`src/rtl/branch_hazard_ctrl.sv`:
```
module branch_hazard_ctrl #(
  parameter int AW = 32,
  parameter int RW = 5,
  parameter int CW = 32
) (
  input  logic          clk,
  input  logic          rst_n,
  input  logic          delay_mode,
  input  logic          id_valid,
  input  logic          id_is_branch,
  input  logic          id_taken,
  input  logic [AW-1:0] id_target,
  input  logic          id_use_a,
  input  logic [RW-1:0] id_src_a,
  input  logic          id_use_b,
  input  logic [RW-1:0] id_src_b,
  input  logic          ex_wr_en,
  input  logic [RW-1:0] ex_dst,
  input  logic          mem_load,
  input  logic [RW-1:0] mem_dst,
  output logic          pc_sel,
  output logic [AW-1:0] redirect_pc,
  output logic          ifid_flush,
  output logic          stall,
  output logic [CW-1:0] issue_cnt,
  output logic [CW-1:0] stall_cnt,
  output logic [CW-1:0] flush_cnt
);

  logic br_here, wait_a, wait_b;

  assign br_here = id_valid && id_is_branch;

  assign wait_a = id_use_a && (id_src_a != '0) &&
                  ((ex_wr_en && ex_dst == id_src_a) || (mem_load && mem_dst == id_src_a));
  assign wait_b = id_use_b && (id_src_b != '0) &&
                  ((ex_wr_en && ex_dst == id_src_b) || (mem_load && mem_dst == id_src_b));

  assign stall       = br_here && (wait_a || wait_b);
  assign pc_sel      = br_here && id_taken && !stall;
  assign ifid_flush  = pc_sel && !delay_mode;
  assign redirect_pc = id_target;

  always_ff @(posedge clk or negedge rst_n) begin
    if (!rst_n) begin
      issue_cnt <= '0;
      stall_cnt <= '0;
      flush_cnt <= '0;
    end else begin
      if (id_valid && !stall) issue_cnt <= issue_cnt + CW'(1);
      if (stall)              stall_cnt <= stall_cnt + CW'(1);
      if (ifid_flush)         flush_cnt <= flush_cnt + CW'(1);
    end
  end

endmodule

```
`config.mk`:
```
export PLATFORM = sky130hd
export DESIGN_NAME = branch_hazard_ctrl
export DESIGN_NICKNAME = d
export VERILOG_FILES = /design/src/rtl/branch_hazard_ctrl.sv
export SDC_FILE = /design/constraint.sdc
export NUM_CORES = 1
export LEC_CHECK = 0
export BUFFER_PORTS_ARGS = -buffer_cell sky130_fd_sc_hd__buf_2
export CAP_MARGIN = 20
export CORE_ASPECT_RATIO = 1.4
export CORE_MARGIN = 3
export CORE_UTILIZATION = 54
export DETAILED_ROUTE_END_ITERATION = 16
export GPL_TIMING_DRIVEN = 0
export HOLD_SLACK_MARGIN = 0.02
export MAX_ROUTING_LAYER = met4
export PLACE_DENSITY = 0.87
export SYNTH_ARGS = -nofsm -noshare
export SYNTH_HDL_FRONTEND = slang
export SYNTH_SLANG_ARGS = --single-unit
```
`constraint.sdc`:
```
create_clock -name clk -period 4.8 [get_ports clk]
set_input_delay 0.48 -clock clk [delete_from_list [all_inputs] [get_ports clk]]
set_output_delay 0.48 -clock clk [all_outputs]
set_load 0.02 [all_outputs]
```
==> results.py <==
metrics = {
    "power": {
        "power_switching_uw": 578,
        "intPower_mw": 1.51,
        "power.share.clock_pct": 39.5,
        "power_density_mw_per_mm2": 322,
        "power.leakage_nw": 3.37,
        "swShare_pct": 27.7,
        "vdd_ir_drop_max_mv": 0.221,
        "pwr-share-comb_pct": 16.1,
        "p_total_mw": 2.08,
        "power_frac_seq_pct": 44.4,
    },
    "cts": {
        "clock-root-buffer": "clkbuf_16",
        "cts_resized": 0,
        "clk_pin_slew_ns": 0.07,
        "cts_tree": "built",
        "hold_buffers": 0,
        "cts.path.max_buffers": 2,
        "cts_setup_buffers": 0,
        "htree_levels": 3,
        "numCtsBuffers": 9,
        "cts_sinks": 96,
        "insertion_delay_ns": 0.34,
    },
    "detailed_routing": {
        "drc": 0,
        "drt_iter0_drc": 255,
        "vias": 4417,
        "routed_wl_um": 13400,
        "firstDrtPassIters": 4,
        "wl_per_cell_um": 17.2,
        "drtAntennaViolNets": 0,
        "via_per_inst": 5.70,
    },
    "synth": {
        "synth_ff_type": "dfrtp_1",
        "syn-instance-count": 491,
        "syn_nets": 556,
        "synth-edff-count": 0,
        "yosysUniqueCellTypes": 38,
        "yosys_warnings": 0,
        "ys_async_sr_fraction_pct": 100,
        "synth-seq-cells": 96,
        "yosysSeqAreaShare_pct": 46.6,
        "avgSynthCellArea_um2": 10.5,
        "netlist_area_mm2": 0.00515,
    },
    "job": {
        "drv_cap": 0,
    },
    "worst_setup_path": {
        "path_buf_inv": 3,
        "crit_path_cell_trace": "buf_2 -> or4_1 -> o21a_1 -> and3_1 -> a22oi_2 -> inv_2 -> buf_2",
        "r2r_end": "issue_cnt[24]",
        "worstPathArrival_ns": 2.46,
        "worstSetupEndpointType": "output pin",
        "critical_path_required_ns": 4.32,
        "start_kind": "input pin",
        "r2r_start": "issue_cnt[6]",
        "cp_slowest_cell": "or4_1",
        "critPathMaxStageDelay_ns": 0.54,
        "r2r_slack_ns": 2.45,
        "reg2reg_depth": 6,
        "crit_path_max_fanout": 10,
        "cp_common_cell": "buf_2",
        "crit_family": "simple AND/OR/NAND/NOR gates",
        "crit_type": "input pin to output pin",
    },
    "grt": {
        "grt.overflow.total": 0,
        "grt_pass1_vias": 4528,
        "grtUsageTotal_pct": 25.9,
        "grt_max_degree": 52,
        "grt_pass1_wl_um": 21400,
        "antenna_found_initial": 0,
    },
    "cells_and_area": {
        "design_area_mm2": 0.00646,
        "seq_area_mm2": 0.00240,
        "instances_no_fill": 775,
        "areaGrowthSynthToFinish_pct": 25.4,
        "fillers": 649,
        "n_antenna_cell": 0,
        "num-nets-final": 729,
        "drive_gt1_share_pct": 35.2,
        "post-route-util_pct": 70.8,
        "multi_input_area_mm2": 0.00240,
    },
    "timing": {
        "setup_viol": 0,
        "fin_skew_ns": 0.0103,
        "hold_viol_final": 0,
        "finalCritPeriodShare_pct": 61.2,
        "whs_ns": 0.164,
        "timing.final.ws_setup_ns": 1.86,
        "fin_tns_setup_ns": 0,
        "fmax_mhz": 341,
        "period_needed_ns": 2.94,
        "slew_headroom_pct": 54.9,
        "slew_viol_final": 0,
        "tightest_slew_ns": 0.676,
        "rsz0062_at_grt": "no",
    },
    "place": {
        "routabilityCongestion": 0.902,
        "portBuffers": 160,
        "dp_hpwl_um": 10100,
        "dp_cells": 759,
        "placed_cell_area_mm2": 0.00612,
        "pre_cts_slack_ns": 1.88,
    },
    "status": {
        "status": "finished, final reports clean",
    },
    "min_path": {
        "worstHoldPathType": "input pin to asynchronous set/reset pin",
    },
    "floorplan": {
        "pin_count": 193,
        "die_h_um": 122,
        "start_util_pct": 56.4,
        "dieArea_mm2": 0.0108,
        "core_area_mm2": 0.00913,
        "row_count": 41,
        "die_x_um": 88.6,
    },
}
-- state kept, by name, summed over array words and instances, names as in the netlist --
| name | count |
|---|---|
| flush_cnt | 32 |
| stall_cnt | 32 |
| issue_cnt | 32 |
-- area by class of cell --
cell class,instances,share of cell area [%]
clock buffers,9,3.48
inverters,10,0.581
multi-input cells,339,37.1
plain buffers,46,4.86
well taps,107,2.07
repair buffers,162,12.9
flip-flops and latches,96,37.2
clock inverters,6,1.78
-- layer usage --
layer	global-route usage (%)	routed length, µm
met1	29.5	5020
met2	44.6	7090
met3	4.53	901
met4	10.4	340
met5	-	0
-- cells in the final DEF (no fill, tap or decap), types with 3 or more instances in the layout --
master | netlist | layout
nor4_2 | 7 | 7
inv_1 | 9 | 9
and2_1 | 5 | 5
nand2_1 | 38 | 38
xnor2_1 | 63 | 63
bufinv_16 | 0 | 3
nor4_1 | 12 | 12
nand4_1 | 36 | 36
nor2_1 | 15 | 15
nor4b_2 | 5 | 5
buf_4 | 32 | 33
nor3_1 | 29 | 29
buf_2 | 5 | 165
clkbuf_1 | 7 | 7
ha_1 | 3 | 3
nand3_1 | 29 | 29
or4_1 | 3 | 3
nor3b_1 | 3 | 3
xor2_1 | 50 | 50
and4_1 | 7 | 7
dfrtp_1 | 96 | 96
and3_1 | 14 | 14
clkbuf_16 | 0 | 9
-- kinds of logic (layout without fill, tap and decap cells) --
| family | after synthesis | after routing | share of synthesized area, % |
|---|---|---|---|
| muxes | 2 | 2 | 0.437 |
| adders and majority gates | 3 | 3 | 0.729 |
| AOI/OAI and AO/OA | 8 | 8 | 1.29 |
| DFF | 96 | 96 | 46.6 |
| and+or+nand+nor | 213 | 213 | 24.9 |
| buffers and inverters | 56 | 233 | 6.82 |
| xor gates and xnor gates | 113 | 113 | 19.2 |
-- worst max-delay path by stage --
stage | startpoint | to | slack (ns) | depth (start not counted)
4_1_cts | id_src_b[1] | stall | 1.84 | 7
6_report | id_src_b[1] | stall | 1.86 | 7
3_3_place_gp | id_src_b[1] | stall | 1.93 | 7
3_5_place_dp | id_src_b[1] | stall | 1.88 | 7
2_1_floorplan | id_src_a[1] | ifid_flush | 2.42 | 5
5_1_grt | id_src_a[1] | ifid_flush | 1.76 | 7
-- power groups by stage --
stage	logic, mW	clock network, mW	registers [mW]
after detailed placement	0.337	0	0.937
after global routing	0.369	0.864	0.933
after floorplan	0.146	0	0.987
after global placement	0.323	0	0.934
after CTS	0.341	0.834	0.922
final	0.336	0.823	0.925
-- cell usage after synthesis (5+ instances only) --
library cell  number  area, µm²
and2_1             5       31.3
and3_1            14       87.6
and4_1             7       61.3
buf_2              5       25.0
buf_4             32        240
clkbuf_1           7       26.3
dfrtp_1           96       2400
inv_1              9       33.8
nand2_1           38        143
nand3_1           29        145
nand4_1           36        225
nor2_1            15       56.3
nor3_1            29        145
nor4_1            12       75.1
nor4_2             7       87.6
nor4b_2            5       75.1
xnor2_1           63        552
xor2_1            50        438
No activity file was read; power rests on OpenSTA's default activity.
